$ cat config.mk
export PLATFORM = sky130hd
export DESIGN_NAME = devid_fuse_regs
export DESIGN_NICKNAME = d
export VERILOG_FILES = /design/src/rtl/devid_fuse_regs.sv
export SDC_FILE = /design/constraint.sdc
export NUM_CORES = 1
export LEC_CHECK = 0
export BUFFER_PORTS_ARGS = -buffer_cell sky130_fd_sc_hd__buf_2
export CAP_MARGIN = 40
export CORE_MARGIN = 5
export CORE_UTILIZATION = 40
export CTS_CLUSTER_DIAMETER = 80
export DETAILED_ROUTE_END_ITERATION = 8
export GPL_ROUTABILITY_DRIVEN = 0
export GPL_TIMING_DRIVEN = 0
export PLACE_DENSITY = 0.62
export SLEW_MARGIN = 30
export SYNTH_ARGS = -nofsm -noshare
export SYNTH_HDL_FRONTEND = slang
export SYNTH_SLANG_ARGS = --single-unit
$ cat constraint.sdc
create_clock -name clk -period 2.3 [get_ports clk]
set_input_delay 0.46 -clock clk [delete_from_list [all_inputs] [get_ports clk]]
set_output_delay 0.46 -clock clk [all_outputs]
set_load 0.1 [all_outputs]
$ cat src/rtl/devid_fuse_regs.sv
module devid_fuse_regs #(
  parameter logic [9:0]  CMD_OFS   = 10'h040,
  parameter logic [9:0]  KEY_OFS   = 10'h060,
  parameter logic [31:0] UNLOCK    = 32'h0000_AC00,
  parameter int          ARM_BIT   = 1,
  parameter int          ID_BYTES  = 16
) (
  input  logic         clk,
  input  logic         rst_n,
  input  logic [127:0] ident,
  input  logic [9:0]   addr,
  input  logic         wr_en,
  input  logic [31:0]  wr_data,
  input  logic         rd_en,
  output logic [31:0]  rd_data
);
  localparam int MAX_OFS = ID_BYTES - 4;

  logic [31:0] cmd_q, key_q, pick, rd_mux;
  logic [15:0] ofs;
  logic        cmd_wr, fire;

  assign ofs    = wr_data[31:16];
  assign cmd_wr = wr_en && (addr == CMD_OFS);
  assign fire   = cmd_wr && wr_data[ARM_BIT] && |(wr_data & UNLOCK) && (ofs <= 16'(MAX_OFS));
  assign pick   = 32'(ident >> (7'd96 - {ofs[3:0], 3'b000}));
  assign rd_mux = (addr == CMD_OFS) ? cmd_q : (addr == KEY_OFS) ? key_q : 32'h0;

  always_ff @(posedge clk or negedge rst_n)
    if (!rst_n) begin
      cmd_q <= '0;
      key_q <= '0;
    end else begin
      if (cmd_wr) cmd_q <= wr_data & ~(32'h1 << ARM_BIT);
      if (fire)   key_q <= pick;
    end

  always_ff @(posedge clk or negedge rst_n)
    if (!rst_n) rd_data <= '0;
    else        rd_data <= rd_en ? rd_mux : 32'h0;

  assert_reset_zero_R1: assert property (@(posedge clk)
    !rst_n |=> (rd_data == 32'h0));

  assert_arm_cleared_R2: assert property (@(posedge clk) disable iff (!rst_n)
    (rd_en && addr == CMD_OFS) |=> (rd_data[ARM_BIT] == 1'b0));

  assert_no_trigger_hold_R3: assert property (@(posedge clk) disable iff (!rst_n)
    (wr_en && addr == CMD_OFS && !(wr_data[ARM_BIT] && |(wr_data & UNLOCK))) |=> $stable(key_q));

  assert_range_hold_R4: assert property (@(posedge clk) disable iff (!rst_n)
    (wr_en && addr == CMD_OFS && wr_data[31:16] > 16'(MAX_OFS)) |=> $stable(key_q));

  assert_key_readonly_R6: assert property (@(posedge clk) disable iff (!rst_n)
    (wr_en && addr == KEY_OFS) |=> ($stable(key_q) && $stable(cmd_q)));

  assert_unmapped_zero_R7: assert property (@(posedge clk) disable iff (!rst_n)
    (rd_en && addr != CMD_OFS && addr != KEY_OFS) |=> (rd_data == 32'h0));

  assert_key_read_R8: assert property (@(posedge clk) disable iff (!rst_n)
    (rd_en && !wr_en && addr == KEY_OFS) |=> (rd_data == $past(key_q)));

  assert_idle_zero_R8: assert property (@(posedge clk) disable iff (!rst_n)
    !rd_en |=> (rd_data == 32'h0));
endmodule

==> results of run 1 <==
[final cells by class]
type / instances / area [um2]
flip-flops and latches: 95 / 2380
clock inverters: 7 / 65.1
repair buffers: 231 / 1310
fillers: 1597 / 7890
multi-input cells: 547 / 4590
well taps: 225 / 282
diodes: 3 / 7.51
plain buffers: 61 / 526
clock buffers: 9 / 225
inverters: 3 / 23.8
[worst paths after layout]
check / to / slack (ps) / depth (start not counted)
worst min-delay path: cmd_q[6]$_DFFE_PN0P_ / 350 / 2
worst min register to register: key_q[23]$_DFFE_PN0P_ / 480 / 1
max in group asynchronous: key_q[13]$_DFFE_PN0P_ / 1140 / 3
min in group asynchronous: rd_data[25]$_DFF_PN0_ / 550 / 2
worst max-delay path: key_q[23]$_DFFE_PN0P_ / 30 / 7
worst max register to register: key_q[12]$_DFFE_PN0P_ / 1430 / 2
[Yosys cell counts (16+ instances only)]
cell type	count	area, um2
a21oi_1	26	130
a32oi_1	18	158
buf_2	16	80.1
clkbuf_1	26	97.6
dfrtp_1	95	2380
mux2_2	37	417
mux2i_1	113	1130
mux4_2	40	901
nand2_1	100	375
nand3_1	27	135
nor2_1	60	225
o21ai_0	26	130
[routing by layer]
metal  up-vias  GRT usage, %  share of wire (%)
met5         -             0                  0
met4         0          10.6                4.4
met3       120          5.63                 12
met2       587          43.2                 45
met1      3410          38.3                 39
li1       3164             -                  -
[logic make-up (layout without fill, tap and decap cells)]
family / Yosys count / count (layout) / share of synthesized area [%]
buffers and inverters: 66 / 311 / 4.42
flip-flops: 95 / 95 / 33.6
other: 0 / 3 / 0
multiplexers: 190 / 190 / 34.6
AND/OR/NAND/NOR: 214 / 214 / 13.2
adder cells (fa/ha/maj): 1 / 1 / 0.177
XOR/XNOR: 4 / 4 / 0.602
AO/OA/AOI/OAI: 138 / 138 / 13.4
[per-stage QoR]
step | power, uW | cells | setup TNS, ps | setup slack, ps
5_1_grt | 5010 | 1180 | 0 | 5.24
3_3_place_gp | 3150 | 1136 | -46960 | -1100
3_5_place_dp | 3170 | 1137 | -28720 | -1150
6_report | 4850 | 1181 | 0 | 33.1
4_1_cts | 4790 | 1169 | -2.74 | -2.74
2_1_floorplan | 2590 | 708 | -4050 | -258
[what timing repair did]
item | 4_1_cts | 5_1_grt
gates cloned | 1 | 0
hold endpoints to repair | 25 | 0
setup endpoints to repair | 32 | 32
resized for setup | 62 | 24
pin swaps | 2 | 4
hold buffers | 1 | 0
setup buffers | 15 | 10
[power by group]
group,internal (uW),leakage (uW),switching [uW]
logic,744,0.00306,945
clock network,757,0.000137,721
registers,1680,0.00133,3.92
[state kept, by name, indices dropped and copies added, names as in the netlist]
name	cells
key_q	32
cmd_q	31
rd_data	32
[worst max-delay path, cell delays in order]
cell and delay (ps):
buf_2 220, o21ai_0 240, xnor2_1 410, buf_2 400, clkbuf_2 370, a311oi_2 210, a21o_1 190
[placed cells by master, fill, tap and decap left out, drive strengths merged, types with 4 or more instances in the layout]
master	count
buf	264
mux2i	113
nand2	100
dfrtp	95
nor2	60
mux4	40
mux2	37
clkbuf	35
nand3	27
a21oi	26
o21ai	26
a32oi	18
o31ai	12
a22oi	12
a31oi	10
nor3	8
a221oi	7
a211oi	6
nor4	6
a22o	5
inv	5
o211ai	4
and2	4
==> results.toml, run 1 <==
[run_status]
outcome = "finished, final reports clean"

[global_routing]
grt_use_total_pct = 27.7
grt_max_degree = 71
grt_pass1_vias = 7122
grt_overflow = 0
grt_pass1_wl_um = 42900
antenna_found_initial = 2

[drt]
postRouteAntennaNets = 0
viasPerCell = 6.17
routed_wl_um = 28800
wire_per_inst_um = 24.4
vias = 7281
drc = 0
drtPass1Iterations = 6
drt_iter0_drc = 842

[cts]
insertion_delay_ps = 350
clk_path_buf_depth = 2
cts_tree = "done"
numCtsBuffers = 9
cts_num_sinks = 95
htreeDepth = 3
cts_root_buf = "clkbuf_16"
clkTransAtPathRegs_ps = 70

[floorplanning]
dieArea_um2 = 20400
initial_utilization_pct = 40.9
io_pins = 206
rows = 48
core_area_um2 = 17300
die_x_um = 143
die_h_um = 143

[yosys]
async_flop_share_pct = 100
ys.warnings.count = 0
synth_top_flop_cell = "dfrtp_1"
synth-seq-area-share_pct = 33.6
syn_nets = 883
ys_seq_elements = 95
synth_area_per_cell_um2 = 9.99
synth-edff-count = 0
syn-instance-count = 708
netlist_area_um2 = 7070
ys_types = 49

[worst_hold_path]
min_from = "wr_data[6]"
hold_class = "in2reg"

[placement]
place_area_um2 = 8570
dpl.hpwl_um = 21800
portBuffers = 203

[job]
drv_cap = 0

[sta]
rsz0062_at_grt = "no"
setup_viol = 0
fmax_mhz = 441
fin_crit_sh_pct = 98.6
slew_headroom_pct = 47.8
hold_ws_ps = 350
finClkSkew_ps = 7.08
drv_slew = 0
max_slew.worst_pin.slew_ps = 783
fin_crit_ps = 2270
timing.final.hold_violations = 0

[power_and_ir_drop]
powerDensity_nw_per_um2 = 516
peakVddDrop_mv = 0.304
power_leakage_uw = 0.00452

[worst_setup_path]
startpoint = "wr_data[18]"
cp-end-kind = "flip-flop"
crit_fanout = 10
cp_data_arrival_time_ps = 2510
regToRegStartpoint = "key_q[12]$_DFFE_PN0P_"
start_kind = "input port"
worstSetupPathType = "in2reg"
cp.required_ps = 2540

[layout]
drive_gt1_share_pct = 42.6
fin_area_um2 = 9400
fin_nets = 1123
postLayoutCoreUtil_pct = 54.4
area_growth_pct = 32.9
(Power assumes the default switching activity.)
==> run 2, diff against run 1 <==
CAP_MARGIN = 20   (was 40)
CORE_UTILIZATION = 57   (was 40)
CTS_BUF_LIST = sky130_fd_sc_hd__clkbuf_8 sky130_fd_sc_hd__clkbuf_16   (was not set)
PLACE_DENSITY = 0.85   (was 0.62)
==> results.toml, run 2 (same netlist as run 1, synthesis figures left out) <==
[run_status]
outcome = "finished with violations"
violations = "DRC, setup timing"

[global_routing]
grt_use_total_pct = 37.3
grt_pass1_vias = 7736
antenna_found_initial = 2
grt_pass1_wl_um = 42200
grt_max_degree = 66
grt_overflow = 0

[floorplanning]
initial_utilization_pct = 58.4
die_h_um = 121
dieArea_um2 = 14700
io_pins = 206
core_area_um2 = 12100
rows = 40
die_x_um = 121

[sta]
setup_viol = 2
finClkSkew_ps = 4.93
fin_setup_tns_ps = -29.7
hold_ws_ps = 345
drv_slew = 0
setup_ws_ps = -22.9
timing.final.hold_violations = 0
fmax_mhz = 431
max_slew.worst_pin.slew_ps = 742
fin_crit_sh_pct = 101
fin_crit_ps = 2320
slew_headroom_pct = 50.5

[drt]
postRouteAntennaNets = 0
drt_iter0_drc = 1275
routed_wl_um = 28100
viasPerCell = 6.94
drtPass1Iterations = 9
wire_per_inst_um = 25.2
drc = 11
vias = 7718

[cts]
cts_tree = "done"
clk_path_buf_depth = 2
numCtsBuffers = 9
insertion_delay_ps = 340
htreeDepth = 3
cts_num_sinks = 95
cts_root_buf = "clkbuf_16"
clkTransAtPathRegs_ps = 70

[worst_setup_path]
rrSetupSlack_ps = 1430
critPathMaxStageDelay_ps = 320
cp.required_ps = 2500
start_kind = "input port"
crit_slowest_cell = "clkbuf_4"
cp_top_family = "buffers and inverters"
cp_num_cells = 10
cp.buffers_inverters = 6
crit_top_cell = "buf_4"
cp_data_arrival_time_ps = 2520
crit_fanout = 10
crit_chain = "buf_12 -> buf_12 -> buf_4 -> buf_4 -> clkbuf_4 -> buf_4 -> mux2i_1 -> nor2_1 -> o21ai_0 -> a31oi_1"
rr_worst_depth = 2
cp-end-kind = "flip-flop"
worstSetupPathType = "in2reg"

[power_and_ir_drop]
finalPower_uw = 4870
power_leakage_uw = 0.00443
powerDensity_nw_per_um2 = 531
switching_share_pct = 33.7
power_frac_comb_pct = 33.8
p_clk_share_pct = 31.7
switching_power_uw = 1640
peakVddDrop_mv = 0.491
p_int_uw = 3230
p_seq_share_pct = 34.5

[job]
drv_cap = 0

[layout]
final_cell_mix = "buf_2, mux2i_1, nand2_1, dfrtp_1, nor2_1"
top_regs = "key_q (32), rd_data (32), cmd_q (31)"
fillCellCount = 819
drive_gt1_share_pct = 41.9
final_common_cell = "buf_2"
fin_nets = 1111
postLayoutCoreUtil_pct = 75.8
area_growth_pct = 29.8

[placement]
portBuffers = 203
dpl.hpwl_um = 20100
pre_cts_ws_ps = -1100

[worst_hold_path]
holdPathStages = 2
hold_class = "in2reg"
==> run 2: changes by cell type in the layout (fill, tap and decap cells not counted), sizes merged <==
| cell | before | now |
|---|---|---|
| clkinvlp | 2 | 1 |
| clkinv | 3 | 4 |
| bufinv | 0 | 1 |
| clkbuf | 35 | 33 |
| inv | 5 | 4 |
| bufbuf | 1 | 0 |
| buf | 264 | 255 |
==> run 2: cell type report <==
class / count / area, um2 / share of cell area [%]
clock inverter: 7 / 80.1 / 0.873
timing repair buffer: 218 / 1160 / 12.7
multi-input combinational: 547 / 4600 / 50.1
sequential: 95 / 2380 / 25.9
inverter: 3 / 23.8 / 0.259
tap: 168 / 210 / 2.29
clock buffer: 9 / 225 / 2.45
antenna: 3 / 7.51 / 0.0818
buffer: 62 / 492 / 5.36
==> run 2: repair_timing <==
action | 4_1_cts | 5_1_grt
endpoints found under the hold margin | 1 | 0
gates resized for setup | 52 | 25
hold buffers | 1 | 0
pin swaps | 0 | 2
buffers inserted | 10 | 3
gates cloned | 0 | 0
setup endpoints to repair | 32 | 32
==> run 2: path summary, 6_finish.rpt <==
kind,endpoint,start
setup / recovery,key_q[18]$_DFFE_PN0P_,wr_data[16]
hold / removal,cmd_q[6]$_DFFE_PN0P_,wr_data[6]
setup reg to reg,key_q[14]$_DFFE_PN0P_,key_q[14]$_DFFE_PN0P_
hold reg to reg,key_q[25]$_DFFE_PN0P_,key_q[25]$_DFFE_PN0P_
max in group asynchronous,key_q[8]$_DFFE_PN0P_,rst_n
min in group asynchronous,rd_data[30]$_DFF_PN0_,rst_n
==> run 2: power by group through the flow <==
stage | registers [uW] | clock network, uW | logic, uW
finish | 1680 | 1540 | 1650
global route | 1680 | 1610 | 1690
CTS | 1680 | 1520 | 1520
detailed placement | 1710 | 0 | 1410
global placement | 1710 | 0 | 1390
floorplan | 1710 | 0 | 875
==> run 2: per-layer routing <==
metal | part of all wire [%] | vias up | track usage [%]
met5 | 0 | - | 1.84
met1 | 34 | 3531 | 46.2
met2 | 43 | 807 | 55.5
li1 | - | 3132 | -
met3 | 16 | 248 | 13.4
met4 | 7.6 | 0 | 23.0
==> run 2: metrics by stage <==
step / instances / area (um2)
2_1_floorplan: 708 / 7240
3_3_place_gp: 1079 / 8470
3_5_place_dp: 1080 / 8500
4_1_cts: 1107 / 9100
5_1_grt: 1111 / 9180
6_report: 1112 / 9180
